$ cat src/rtl/ctr_pkg.sv
package ctr_pkg;

    typedef enum logic {
        DIR_UP   = 1'b0,
        DIR_DOWN = 1'b1
    } dir_e;

    typedef enum logic [1:0] {
        OP_HOLD  = 2'd0,
        OP_STEP  = 2'd1,
        OP_LOAD  = 2'd2,
        OP_CLEAR = 2'd3
    } op_e;

    typedef struct packed {
        logic clear;
        logic load;
        logic step;
    } ctl_t;

    // Fixed ranking: clear, then load, then step.
    function automatic op_e pick_op(ctl_t c);
        if (c.clear)
            return OP_CLEAR;
        else if (c.load)
            return OP_LOAD;
        else if (c.step)
            return OP_STEP;
        else
            return OP_HOLD;
    endfunction

endpackage

$ cat src/rtl/ctr_ctl.sv
module ctr_ctl
    import ctr_pkg::*;
(
    input  ctl_t ctl,
    output op_e  op
);
    always_comb op = pick_op(ctl);
endmodule

$ cat src/rtl/ctr_stepper.sv
module ctr_stepper
    import ctr_pkg::*;
#(
    parameter int W = 4
) (
    input  logic [W-1:0] cur,
    input  dir_e         dir,
    output logic [W-1:0] nxt
);
    localparam int CW = W + 1;

    logic [CW-1:0] carry;
    logic [CW-1:0] borrow;
    logic [W-1:0]  inc_v;
    logic [W-1:0]  dec_v;

    assign carry[0]  = 1'b1;
    assign borrow[0] = 1'b1;

    // Half-adder chain for +1 and half-subtractor chain for -1.
    for (genvar i = 0; i < W; i++) begin : g_bit
        assign inc_v[i]      = cur[i] ^ carry[i];
        assign carry[i+1]    = cur[i] & carry[i];
        assign dec_v[i]      = cur[i] ^ borrow[i];
        assign borrow[i+1]   = ~cur[i] & borrow[i];
    end

    always_comb nxt = (dir == DIR_DOWN) ? dec_v : inc_v;

    // The carry and borrow out of the top bit go unused: the count wraps.
    logic unused_ok;
    assign unused_ok = carry[W] ^ borrow[W];
endmodule

$ cat src/rtl/ctr_term.sv
module ctr_term
    import ctr_pkg::*;
#(
    parameter int W = 4
) (
    input  logic [W-1:0] cur,
    input  dir_e         dir,
    output logic         term
);
    logic all_ones;
    logic all_zero;

    assign all_ones = &cur;
    assign all_zero = ~|cur;

    always_comb term = (dir == DIR_DOWN) ? all_zero : all_ones;
endmodule

$ cat src/rtl/ctr_divider.sv
module ctr_divider
    import ctr_pkg::*;
#(
    parameter int W = 4
) (
    input  logic         clk,
    input  logic         rst,
    input  logic         step_en,
    input  logic         down,
    input  logic         clear,
    input  logic         load,
    input  logic [W-1:0] load_val,
    output logic [W-1:0] count,
    output logic         term
);
    localparam logic [W-1:0] ZERO = '0;

    dir_e          dsel;
    ctl_t          ctl;
    op_e           op;
    logic [W-1:0]  stepped;
    logic [W-1:0]  cnt_q;

    assign dsel      = dir_e'(down);
    assign ctl.clear = clear;
    assign ctl.load  = load;
    assign ctl.step  = step_en;

    ctr_ctl u_ctl (
        .ctl (ctl),
        .op  (op)
    );

    ctr_stepper #(.W(W)) u_step (
        .cur (cnt_q),
        .dir (dsel),
        .nxt (stepped)
    );

    ctr_term #(.W(W)) u_term (
        .cur  (cnt_q),
        .dir  (dsel),
        .term (term)
    );

    always_ff @(posedge clk) begin
        if (rst) begin
            cnt_q <= ZERO;
        end else begin
            unique case (op)
                OP_CLEAR: cnt_q <= ZERO;
                OP_LOAD:  cnt_q <= load_val;
                OP_STEP:  cnt_q <= stepped;
                default:  cnt_q <= cnt_q;
            endcase
        end
    end

    assign count = cnt_q;

    // reset gives zero
    p_reset_zero_r1: assert property (@(posedge clk)
        rst |=> count == ZERO);

    // step up adds one
    p_step_up_r2: assert property (@(posedge clk) disable iff (rst)
        (!clear && !load && step_en && !down) |=> count == W'($past(count) + 1'b1));

    // step down subtracts one
    p_step_down_r3: assert property (@(posedge clk) disable iff (rst)
        (!clear && !load && step_en && down) |=> count == W'($past(count) - 1'b1));

    // load takes the external value
    p_load_r6: assert property (@(posedge clk) disable iff (rst)
        (!clear && load) |=> count == $past(load_val));

    // clear wins over everything else
    p_clear_r7: assert property (@(posedge clk) disable iff (rst)
        clear |=> count == ZERO);

    // idle holds the count
    p_hold_r8: assert property (@(posedge clk) disable iff (rst)
        (!clear && !load && !step_en) |=> $stable(count));
endmodule

$ cat config.mk
export PLATFORM = sky130hd
export DESIGN_NAME = ctr_divider
export DESIGN_NICKNAME = d
export VERILOG_FILES = /design/src/rtl/ctr_pkg.sv /design/src/rtl/ctr_ctl.sv /design/src/rtl/ctr_stepper.sv /design/src/rtl/ctr_term.sv /design/src/rtl/ctr_divider.sv
export SDC_FILE = /design/constraint.sdc
export NUM_CORES = 1
export LEC_CHECK = 0
export BUFFER_PORTS_ARGS = -buffer_cell sky130_fd_sc_hd__buf_2
export CAP_MARGIN = 40
export CORE_AREA = 2 2 39 41
export DETAILED_ROUTE_END_ITERATION = 12
export DIE_AREA = 0 0 41 43
export PLACE_DENSITY = 0.46
export SYNTH_ARGS = -nofsm -noshare
export SYNTH_HDL_FRONTEND = slang
export SYNTH_SLANG_ARGS = --single-unit
$ cat constraint.sdc
create_clock -name clk -period 2.45 [get_ports clk]
set_input_delay 0.1225 -clock clk [delete_from_list [all_inputs] [get_ports clk]]
set_output_delay 0.1225 -clock clk [all_outputs]
set_load 0.01 [all_outputs]
==> metrics <==
starting density of the core 0.264; post-synthesis compound-gate area fraction 0.229; CTS buffer count 3; Slew Limit Fails 0; share of layout cells above drive strength 1 0.411; Slew @ Worst Pin between 0.3 and 0.4 ns; TNS Setup 0 ns; CP max stage cell or4b_2; dpl ws 0.521 ns; clk_lat worst skew about 0.24 ns; critical path class input pin to register; post-synthesis cell count 39; Reg clk slew, reported paths ~0.040 ns; number of synthesized register bits 4; chip width 41 um; CP arrival approximately 1.9 ns; largest net degree at the start of global routing 9; CP startpoint load; cell area after synthesis 365 um^2; antenna viol nets, final 0; setup violators final 0; Worst Skew between 0.00005 and 0.00006 ns; fmax between 500 and 600 MHz; ant diodes 0; warnings from Yosys 0; vias in the first global route roughly 350; simple logic cell fraction of the synthesized area 0.308; hold buffers post-CTS 0; max reg flops 4; worst path bufs/invs 1; Final Hold Vio Count 0; drt pass-1 iters 4; PortBufs 14; syn nets between 50 and 60; die area approximately 1800 um^2; FILL cells 158; CTS HTree Levels 1; # rows 14; RR Startpoint count[0]; total global routing overflow 0; Relative slew margins 0.779; clock buffer depth 2; multiplexer area fraction after synthesis 0.0274; Netlist cell types 24; first-pass GRT wire length roughly 1.4 mm; xor/xnor share of the synthesized area 0.0719; Worst setup SP type input pin; DR WL/cell roughly 12 um; storage element area between 80 and 90 um^2; Total Nets Final 71; crit-path cells buf_2, or2_2, ha_1, or4b_2, a211oi_1, a211o_1; total core area about 1400 um^2; worst hold path type input pin to register; initial antenna violation count 0; via count 378; die height 43 um; part of the Yosys area used for sequential elements 0.219; postcts setup bufs 0; post-DP HPWL approximately 660 um; clk sinks 4; status finished clean; syn avg cell area around 9.4 um^2; worst-path fanout max 3; Crit path largest cell delay between 0.6 and 0.7 ns; CP delay by family, top simple AND/OR/NAND/NOR gates; RSZ-0062 raised after global routing no; clock tree root driver cell clkbuf_4; hold_sp rst; Top Ports 15; Final Critical Period between 1.5 and 2 ns; largest family of logic cells by synthesized area simple AND/OR/NAND/NOR gates; CTS tree yes; GRT Total Usage 0.121; pwr dens about 430 nW/um^2; 1st-iter DRT viols 10; post-synthesis adder-cell area fraction 0.103; Area Overhead vs Synth 30.8%; Leakage 0.238 nW; DRT Wirelength about 840 um; period utilization 0.690; crit end category register; worst vdd rail ir drop between 0.1 and 0.15 mV; DR DRC count 0; Post-CTS Resized 0; multi-input logic area 270 um^2; max-cap viol count 0; Setup WS post-layout roughly 0.76 ns; GPL Wtd Cong 0.746; worst path required time ~2.6 ns; vias per cell 5.25
## where the power goes
| part | switching (mW) | total (mW) | internal, mW | leakage [nW] |
|---|---|---|---|---|
| Clock | 0.0295 | 0.0844 | 0.0549 | 0.0138 |
| Sequential | 0.00412 | 0.0722 | 0.0681 | 0.0325 |
| Combinational | 0.0221 | 0.0492 | 0.0270 | 0.192 |
| Total | 0.0557 | 0.206 | 0.150 | 0.238 |
## synth_stat cells
cell | instances | area (um^2)
a211oi_1 | 2 | 15.0
ha_1 | 3 | 37.5
nor3b_1 | 1 | 7.51
nand4b_1 | 1 | 8.76
or2_2 | 1 | 6.26
a21oi_1 | 2 | 10.0
or3b_2 | 1 | 8.76
and4_1 | 2 | 17.5
or4b_4 | 1 | 13.8
nor2_1 | 1 | 3.75
or4b_2 | 1 | 10.0
a211o_1 | 2 | 17.5
a32o_1 | 3 | 30.0
and2_1 | 1 | 6.26
mux2i_1 | 1 | 10.0
o21ai_0 | 1 | 5.00
o22ai_1 | 1 | 6.26
inv_1 | 4 | 15.0
dfxtp_1 | 4 | 80.1
and2b_2 | 1 | 8.76
xnor3_4 | 1 | 26.3
nand3b_1 | 1 | 7.51
nand2b_1 | 1 | 6.26
nand2_1 | 2 | 7.51
## routing by layer
metal  GRT usage  vias up  routed length, um
li1            -      186                  -
met1       0.151      177                383
met2       0.166       13                386
met3      0.0314        2                 50
met4       0.100        0                 21
met5           0        -                  0
## path summary, 6_finish.rpt
kind | endpoint | slack (ns) | depth (start not counted)
setup reg to reg | count[3] | 0.88 | 3
hold / removal | count[0] | 0.12 | 2
setup / recovery | count[2] | 0.76 | 6
hold reg to reg | count[3] | 0.54 | 1
## cell families after synthesis
logic type      count (synthesis)
compound gates                 11
fa+ha+maj                       3
simple gates                   15
flops                           4
xor+xnor                        1
mux                             1
buf+inv                         4
## cells in the final DEF, fill, tap and decap left out, types with 2 or more instances in the layout
master	Yosys	layout
a211oi_1	2	2
nand2_1	2	2
buf_2	0	14
clkbuf_4	0	3
and4_1	2	2
ha_1	3	3
dfxtp_1	4	4
a32o_1	3	3
a21oi_1	2	2
a211o_1	2	2
inv_1	4	4
## worst reg2reg max path, stage by stage (launching register included)
cell and delay, ns:
dfxtp_1 0.37, or4b_4 0.56, a32o_1 0.26, a211o_1 0.27
## layout make-up
cell class	instances	area share
multi-input combinational	31	0.565
clock buffer	3	0.0471
timing repair buffer	14	0.147
tap	16	0.0419
sequential	4	0.168
inverter	4	0.0314
## per-stage QoR
step           power, mW  instance area, um^2  utilization  cells  hold WS (ns)
2_1_floorplan      0.104                  365            -     39         0.192
3_3_place_gp       0.123                  455        0.329     69         0.361
3_5_place_dp       0.123                  455        0.329     69         0.364
4_1_cts            0.209                  478        0.345     72         0.116
5_1_grt            0.221                  478        0.345     72         0.137
6_report           0.206                  478        0.345     72         0.117
Note: power is estimated with default switching activity, not from simulation.
